===== config.mk =====
export PLATFORM = sky130hd
export DESIGN_NAME = winwdt
export DESIGN_NICKNAME = d
export VERILOG_FILES = /design/src/rtl/winwdt_pkg.sv /design/src/rtl/winwdt_presc.sv /design/src/rtl/winwdt_regs.sv /design/src/rtl/winwdt_core.sv /design/src/rtl/winwdt.sv
export SDC_FILE = /design/constraint.sdc
export NUM_CORES = 1
export LEC_CHECK = 0
export BUFFER_PORTS_ARGS = -buffer_cell sky130_fd_sc_hd__buf_2
export CORE_MARGIN = 3
export CORE_UTILIZATION = 44
export DETAILED_ROUTE_END_ITERATION = 10
export GPL_ROUTABILITY_DRIVEN = 0
export PLACE_DENSITY_LB_ADDON = 0.15
export SYNTH_ARGS = -nofsm -noshare
export SYNTH_HDL_FRONTEND = slang
export SYNTH_SLANG_ARGS = --single-unit

===== constraint.sdc =====
create_clock -name clk -period 6.3 [get_ports clk]
set_input_delay 0.945 -clock clk [delete_from_list [all_inputs] [get_ports clk]]
set_output_delay 0.945 -clock clk [all_outputs]
set_load 0.005 [all_outputs]

===== src/rtl/winwdt_pkg.sv =====
package winwdt_pkg;

    localparam int CNT_W = 7;
    typedef logic [CNT_W-1:0] cnt_t;

    localparam cnt_t CNT_RESET  = 7'h7F;
    localparam cnt_t WIN_RESET  = 7'h7F;
    localparam cnt_t CNT_LAST   = 7'h40;  // decrement from here expires
    localparam cnt_t CNT_WARN   = 7'h41;  // decrement from here raises the flag

    typedef enum logic [1:0] {
        SEL_CTRL = 2'd0,
        SEL_CFG  = 2'd1,
        SEL_STAT = 2'd2,
        SEL_NONE = 2'd3
    } reg_sel_e;

    typedef struct packed {
        logic       ewie;
        logic [1:0] tb;
        cnt_t       win;
    } cfg_t;

    function automatic reg_sel_e decode_sel(input logic [1:0] word_idx);
        case (word_idx)
            2'd0:    return SEL_CTRL;
            2'd1:    return SEL_CFG;
            2'd2:    return SEL_STAT;
            default: return SEL_NONE;
        endcase
    endfunction

endpackage


===== src/rtl/winwdt_presc.sv =====
module winwdt_presc #(
    parameter int PRE_BASE = 4096
) (
    input  logic       clk,
    input  logic       rst,
    input  logic       run,
    input  logic       restart,
    input  logic [1:0] tb,
    output logic       tick
);
    localparam int MAX_DIV = PRE_BASE * 8;
    localparam int PW      = $clog2(MAX_DIV) + 1;

    logic [PW-1:0] pcnt;
    logic [PW-1:0] limit;

    assign limit = PW'(PRE_BASE) << tb;
    assign tick  = run && !restart && (pcnt >= limit - PW'(1));

    always_ff @(posedge clk) begin
        if (rst || !run || restart || tick) begin
            pcnt <= '0;
        end else begin
            pcnt <= pcnt + PW'(1);
        end
    end
endmodule


===== src/rtl/winwdt_regs.sv =====
module winwdt_regs
    import winwdt_pkg::*;
(
    input  logic       clk,
    input  logic       rst,
    input  logic       wr_cfg,
    input  logic       wr_ctrl,
    input  logic [9:0] wdata,
    output cfg_t       cfg,
    output logic       act
);
    always_ff @(posedge clk) begin
        if (rst) begin
            cfg <= '{ewie: 1'b0, tb: 2'd0, win: WIN_RESET};
            act <= 1'b0;
        end else begin
            if (wr_cfg) begin
                cfg.win  <= wdata[6:0];
                cfg.tb   <= wdata[8:7];
                cfg.ewie <= cfg.ewie | wdata[9];
            end
            if (wr_ctrl && wdata[7]) begin
                act <= 1'b1;
            end
        end
    end
endmodule


===== src/rtl/winwdt_core.sv =====
module winwdt_core
    import winwdt_pkg::*;
(
    input  logic clk,
    input  logic rst,
    input  logic act,
    input  cnt_t win,
    input  logic tick,
    input  logic wr_ctrl,
    input  logic load_arm,
    input  cnt_t load_val,
    input  logic clr_flag,
    output cnt_t cnt,
    output logic flag,
    output logic rst_req
);
    logic early, accept, bad_load, expire, warn;

    always_comb begin
        early    = wr_ctrl && act && (cnt > win);
        accept   = wr_ctrl && !early;
        bad_load = accept && (act || load_arm) && !load_val[CNT_W-1];
        expire   = tick && (cnt == CNT_LAST);
        warn     = tick && (cnt == CNT_WARN);
    end

    always_ff @(posedge clk) begin
        if (rst) begin
            cnt     <= CNT_RESET;
            flag    <= 1'b0;
            rst_req <= 1'b0;
        end else begin
            if (accept) begin
                cnt <= load_val;
            end else if (tick) begin
                cnt <= cnt - cnt_t'(1);
            end
            if (warn) begin
                flag <= 1'b1;
            end else if (clr_flag) begin
                flag <= 1'b0;
            end
            rst_req <= early || bad_load || expire;
        end
    end
endmodule


===== src/rtl/winwdt.sv =====
module winwdt
    import winwdt_pkg::*;
#(
    parameter int ADDR_W   = 4,
    parameter int DATA_W   = 32,
    parameter int PRE_BASE = 4096
) (
    input  logic              clk,
    input  logic              rst,
    input  logic [ADDR_W-1:0] addr,
    input  logic              wr_en,
    input  logic [DATA_W-1:0] wr_data,
    input  logic              rd_en,
    output logic [DATA_W-1:0] rd_data,
    output logic              rst_req,
    output logic              irq
);
    reg_sel_e sel;
    logic     wr_ctrl, wr_cfg, clr_flag;
    cfg_t     cfg;
    logic     act, tick, flag;
    cnt_t     cnt;

    assign sel      = decode_sel(addr[3:2]);
    assign wr_ctrl  = wr_en && (sel == SEL_CTRL);
    assign wr_cfg   = wr_en && (sel == SEL_CFG);
    assign clr_flag = wr_en && (sel == SEL_STAT) && !wr_data[0];

    winwdt_regs u_regs (
        .clk    (clk),
        .rst    (rst),
        .wr_cfg (wr_cfg),
        .wr_ctrl(wr_ctrl),
        .wdata  (wr_data[9:0]),
        .cfg    (cfg),
        .act    (act)
    );

    winwdt_presc #(.PRE_BASE(PRE_BASE)) u_presc (
        .clk    (clk),
        .rst    (rst),
        .run    (act),
        .restart(wr_ctrl),
        .tb     (cfg.tb),
        .tick   (tick)
    );

    winwdt_core u_core (
        .clk     (clk),
        .rst     (rst),
        .act     (act),
        .win     (cfg.win),
        .tick    (tick),
        .wr_ctrl (wr_ctrl),
        .load_arm(wr_data[7]),
        .load_val(wr_data[6:0]),
        .clr_flag(clr_flag),
        .cnt     (cnt),
        .flag    (flag),
        .rst_req (rst_req)
    );

    assign irq = flag && cfg.ewie;

    always_comb begin
        rd_data = '0;
        if (rd_en) begin
            case (sel)
                SEL_CTRL: rd_data[7:0] = {act, cnt};
                SEL_CFG:  rd_data[9:0] = cfg;
                SEL_STAT: rd_data[0]   = flag;
                default:  rd_data      = '0;
            endcase
        end
    end
endmodule


Yosys cells after proc, flatten, opt, wreduce, memory -nomap -nowiden
Cells that the tools add are included.
{ "totals": {"reg_bits": 36, "latchBits": 0, "ram_bits": 0, "rom_bits": 0, "input_bits": 40, "output_inout_bits": 34, "elab_cells": 60, "mem_count": 0} }
{ "classes": {"add_sub_neg": 3, "mul": 0, "n_div": 0, "magnitude_cmp": 2, "eq_ne": 6, "shift": 1, "muxes": 9, "n_bitwise": 1, "n_reduce_logical": 30} }
{ "op_table": {"columns": ["op", "n"], "rows": [
  ["$add A16 B1 Y16 const B", 1],
  ["$ge A16 B16 Y1", 1],
  ["$shl A13 B2 Y16 const A", 1],
  ["$sub A16 B1 Y16 const B", 1],
  ["$logic_and A1 B1 Y1", 15],
  ["$eq A7 B7 Y1 const B", 2],
  ["$mux W7", 2],
  ["$pmux W7 S2", 1],
  ["$mux W10", 1],
  ["$gt A7 B7 Y1", 1],
  ["$sub A7 B1 Y7 const B", 1],
  ["$logic_or A1 B1 Y1", 6],
  ["$pmux W2 S3", 1],
  ["$logic_not A1 Y1", 5],
  ["$eq A2 B1 Y1 const B", 2],
  ["$eq A2 B2 Y1 const B", 2],
  ["$logic_not A2 Y1", 2],
  ["$reduce_bool A2 Y1", 2],
  ["$pmux W1 S3", 1],
  ["$mux W1", 2],
  ["$mux W2", 1],
  ["$or A1 B1 Y1", 1]
]} }

Depth between registers and ports, before layout
{ "depth": {"ltp_word": 12, "ltp_mapped": 9, "mapped_depth_nobuf": 8} }

Modules after synthesis
A second synthesis with hierarchy kept.
{ "hier_totals": {"cells_unflattened": 266, "hier_area_um2": 2353.5} }
{ "by_module_without_submodules": {"columns": ["module", "n_inst", "cells_per_inst", "area_each_um2", "seq_area_each_um2"], "rows": [
  ["winwdt_presc", 1, 94, 889.6, 320.3],
  ["winwdt_core", 1, 87, 706.9, 180.2],
  ["winwdt_regs", 1, 35, 394.1, 220.2],
  ["winwdt", 1, 50, 362.8, 0.0]
]} }

Worst setup path after synthesis
Ideal clock, no wire load.
{ "synth_timing": {"path_type": "input-to-output", "start": "input port addr[2]", "end": "output port rd_data[1]", "arrival_time_ns": 1.589, "t_required_ns": 5.355, "setup_slack_ns": 3.766, "cell_stages": 3, "path_buffers": 1, "path_cell_list": "buf_1 mux2i_1 nor2_1"} }
{ "synth_between": {"elab_chain_cells": 5, "elab_cells_between_ends": 8, "cone_classes": "eq/ne: 3; mux: 3; reduce/logical: 2"} }
{ "synth_rtl": {"columns": ["element", "line_no", "text"], "rows": [
  ["from (decl)", "winwdt.sv:10", "input logic [ADDR_W-1:0] addr,"],
  ["$eq A2 B2 Y1 (tied with other cells)", "winwdt_pkg.sv:25", "case (word_idx)"],
  ["$pmux W2 S3 (*)", "winwdt_pkg.sv:25", null],
  ["$eq A2 B1 Y1 or $logic_not A2 Y1 (tied branches)", "winwdt.sv:68", "case (sel)"],
  ["$pmux W7 S2 (*)", "winwdt.sv:68", null],
  ["$mux W10 (*)", "winwdt.sv:67", "if (rd_en) begin"],
  ["to (decl)", "winwdt.sv:14", "output logic [DATA_W-1:0] rd_data,"]
]} }
Every way passes the cells marked *; elsewhere a longest branch is shown, timed or not.

Final worst setup path
{ "layout_timing": {"start": "input port addr[2]", "end": "output port rd_data[0]"} }
{ "layout_between": {"elab_chain_cells": 5, "elab_cells_between_ends": 9, "cone_classes": "eq/ne: 4; mux: 3; reduce/logical: 2"} }
{ "layout_rtl": {"columns": ["element", "line_no"], "rows": [
  ["$eq A2 B2 Y1 (tied with other cells)", "winwdt_pkg.sv:25"],
  ["$pmux W2 S3 (*)", "winwdt_pkg.sv:25"],
  ["$eq A2 B2 Y1 (tied with other cells)", "winwdt.sv:68"],
  ["$pmux W1 S3 (*)", "winwdt.sv:68"],
  ["$mux W10 (*)", "winwdt.sv:67"]
]} }
Marked as above.

==> flow_metrics.tcl <==
set metrics [dict create \
    drive_gt1_share_pct 14.5 \
    syn_area_mm2 0.00216 \
    cts_buffers 5 \
    fin_skew_ps 3.56 \
    synth_top_family_by_area "simple AND/OR/NAND/NOR gates" \
    fmax_mhz 353 \
    async_flop_share_pct 0 \
    portBuffers 27 \
    end_kind "primary output" \
    vias_per_cell 4.99 \
    drt-wirelength-per-cell_um 12.4 \
    synth_area_per_cell_um2 8.20 \
    comb_power_share_pct 13.9 \
    layout_min_cycle_time_ps 2830 \
    insertedDiodeCount 0 \
    area_growth_pct 8.53 \
    hold_viol 0 \
    worstSetupPathType "primary input to primary output" \
    power_density_mw_per_mm2 205 \
    cap_viol_max_count 0 \
    vias 1768 \
    grt_pass1_vias 1640 \
    dp_hpwl_mm 3.25 \
    synth_edf_count 0 \
    synth-seq-cells 36 \
    yosysSeqAreaShare_pct 33.4 \
    synth_xor_area_share_pct 5.68 \
    layout_commonest_cell "nor2_1" \
    whs_ps 467 \
    coreArea_mm2 0.00453 \
    cts-resized-gates 0 \
    syn-instance-count 263 \
    start_util_pct 47.6 \
    htreeDepth 2 \
    synth_ff_type "dfxtp_1" \
    drtIter0Drc 67 \
    synth-simple-area-share_pct 23.5 \
    final_cell_mix "nor2_1, dfxtp_1, buf_2" \
    p_leak_nw 1.04 \
    grt-ovfl-total 0 \
    clk_pin_slew_ps 70 \
    p_sw_uw 130 \
    ios 74 \
    cts_buffer_depth 2 \
    final_nets 342 \
    finalSetupViolations 0 \
    min_path_type "flop to flop" \
    crit_required_ps 5350 \
    cts_tree "done" \
    synthMuxAreaShare_pct 3.71 \
    cts_setup_buffers 0 \
    die_w_um 76.0 \
    ys_types 42 \
    grt_max_degree 22 \
    rsz0062_at_grt "false" \
    outcome "finished clean" \
    routed_wl_mm 4.39 \
    worst_pin_slew_ps 1080 \
    clkLatencyLatePin_ps 290 \
    crit_arrival_ps 1890 \
    num_rows 24 \
    fillCellCount 475 \
    sw_frac_of_total_pct 27.1 \
    relSlewSlack_pct 28.2 \
    grt_usage_pct 15.8 \
    vdd_ir_drop_max_mv 0.141 \
    hold_buffers 0 \
    pwr-share-clk_pct 35.6 \
    finalCritPeriodShare_pct 45.0 \
    clock_sinks 36 \
    grt_pass1_wl_mm 7.47 \
    cp_max_fo 16 \
    die_area_mm2 0.00578 \
    p_seq_share_pct 50.6 \
    yosys_warnings 0 \
    tns_ps 0 \
    p_int_uw 350 \
    synth_compound_area_share_pct 13.5 \
    ant_nets 0 \
    slew_viol_final 0 \
    antenna_found_initial 0 \
    drc 0 \
    cts_root_buf "clkbuf_8" \
    die_height_um 76.0 \
    drt_first_pass_iters 4 \
    cp-start-kind "primary input" \
    synthAdderAreaFrac_pct 8.12 \
]
==> cell families after synthesis <==
| family | Yosys count |
|---|---|
| and+or+nand+nor | 102 |
| AOI/OAI and AO/OA | 44 |
| buffers and inverters | 43 |
| DFF | 36 |
| adders and majority gates | 14 |
| xor gates and xnor gates | 14 |
| muxes | 8 |
| other | 2 |
==> Yosys cell counts, types with 7 or more instances <==
cell,instances,area (µm²)
ha_1,14,175
dfxtp_1,36,721
a21oi_1,16,80.1
nand4_1,7,43.8
nor2_1,40,150
nand3_1,9,45.0
mux2i_1,8,80.1
xor2_1,8,70.1
inv_1,13,48.8
buf_4,22,165
nand2_1,20,75.1
==> worst max-delay path, cell delays in order <==
cell and delay, ps:
buf_2 330, mux2i_1 230, o21ai_0 100, and2_1 160, buf_2 120
==> power by group through the flow <==
stage / registers [mW] / logic [mW] / clock network, mW
floorplan: 0.246 / 0.0573 / 0
global placement: 0.248 / 0.0657 / 0
detailed placement: 0.248 / 0.0662 / 0
CTS: 0.243 / 0.0668 / 0.179
global route: 0.244 / 0.0774 / 0.189
finish: 0.243 / 0.0666 / 0.171
==> registers in the layout (all words and copies together) (netlist names) <==
| name | flops |
|---|---|
| u_regs.act | 1 |
| u_core.rst_req | 1 |
| u_core.cnt | 7 |
| u_presc.pcnt | 16 |
| u_core.flag | 1 |
| u_regs.cfg | 10 |
==> worst paths after layout <==
kind | from | endpoint | slack, ps | cells past startpoint
max | addr[2] | rd_data[0] | 3470 | 5
min | u_presc.pcnt[0]$_SDFF_PP0_ | u_presc.pcnt[0]$_SDFF_PP0_ | 470 | 1
max reg2reg | u_core.cnt[2]$_SDFFE_PP1P_ | u_core.cnt[5]$_SDFFE_PP1P_ | 3980 | 7
min reg2reg | u_presc.pcnt[0]$_SDFF_PP0_ | u_presc.pcnt[0]$_SDFF_PP0_ | 470 | 1
==> layout make-up <==
cell class	instances	area, µm²	share of cell area [%]
multi-input combinational	205	1260	53.9
inverter	13	48.8	2.08
clock inverter	2	10.0	0.428
tap	65	81.3	3.47
timing repair buffer	27	135	5.77
sequential	36	721	30.8
clock buffer	6	82.6	3.53
==> routing by layer <==
| metal | wire length [µm] | vias up | GRT usage [%] | part of all wire, % |
|---|---|---|---|---|
| met2 | 2200 | 29 | 28.0 | 50 |
| met3 | 157 | 7 | 3.66 | 3.6 |
| met1 | 1970 | 823 | 18.8 | 45 |
| met5 | 0 | - | 0 | 0 |
| met4 | 58 | 0 | 5.43 | 1.3 |
| li1 | - | 909 | - | - |
==> stage by stage <==
stage / util, % / setup WS [ps] / total power, mW / instance area (µm²) / cells
after floorplan: - / 3770 / 0.303 / 2240 / 284
after global placement: 49.6 / 3280 / 0.314 / 2250 / 346
after detailed placement: 49.6 / 3310 / 0.314 / 2250 / 346
after CTS: 51.6 / 3450 / 0.489 / 2340 / 354
after global routing: 51.6 / 3340 / 0.511 / 2340 / 354
final: 51.6 / 3470 / 0.480 / 2340 / 354
(Power assumes the default switching activity.)
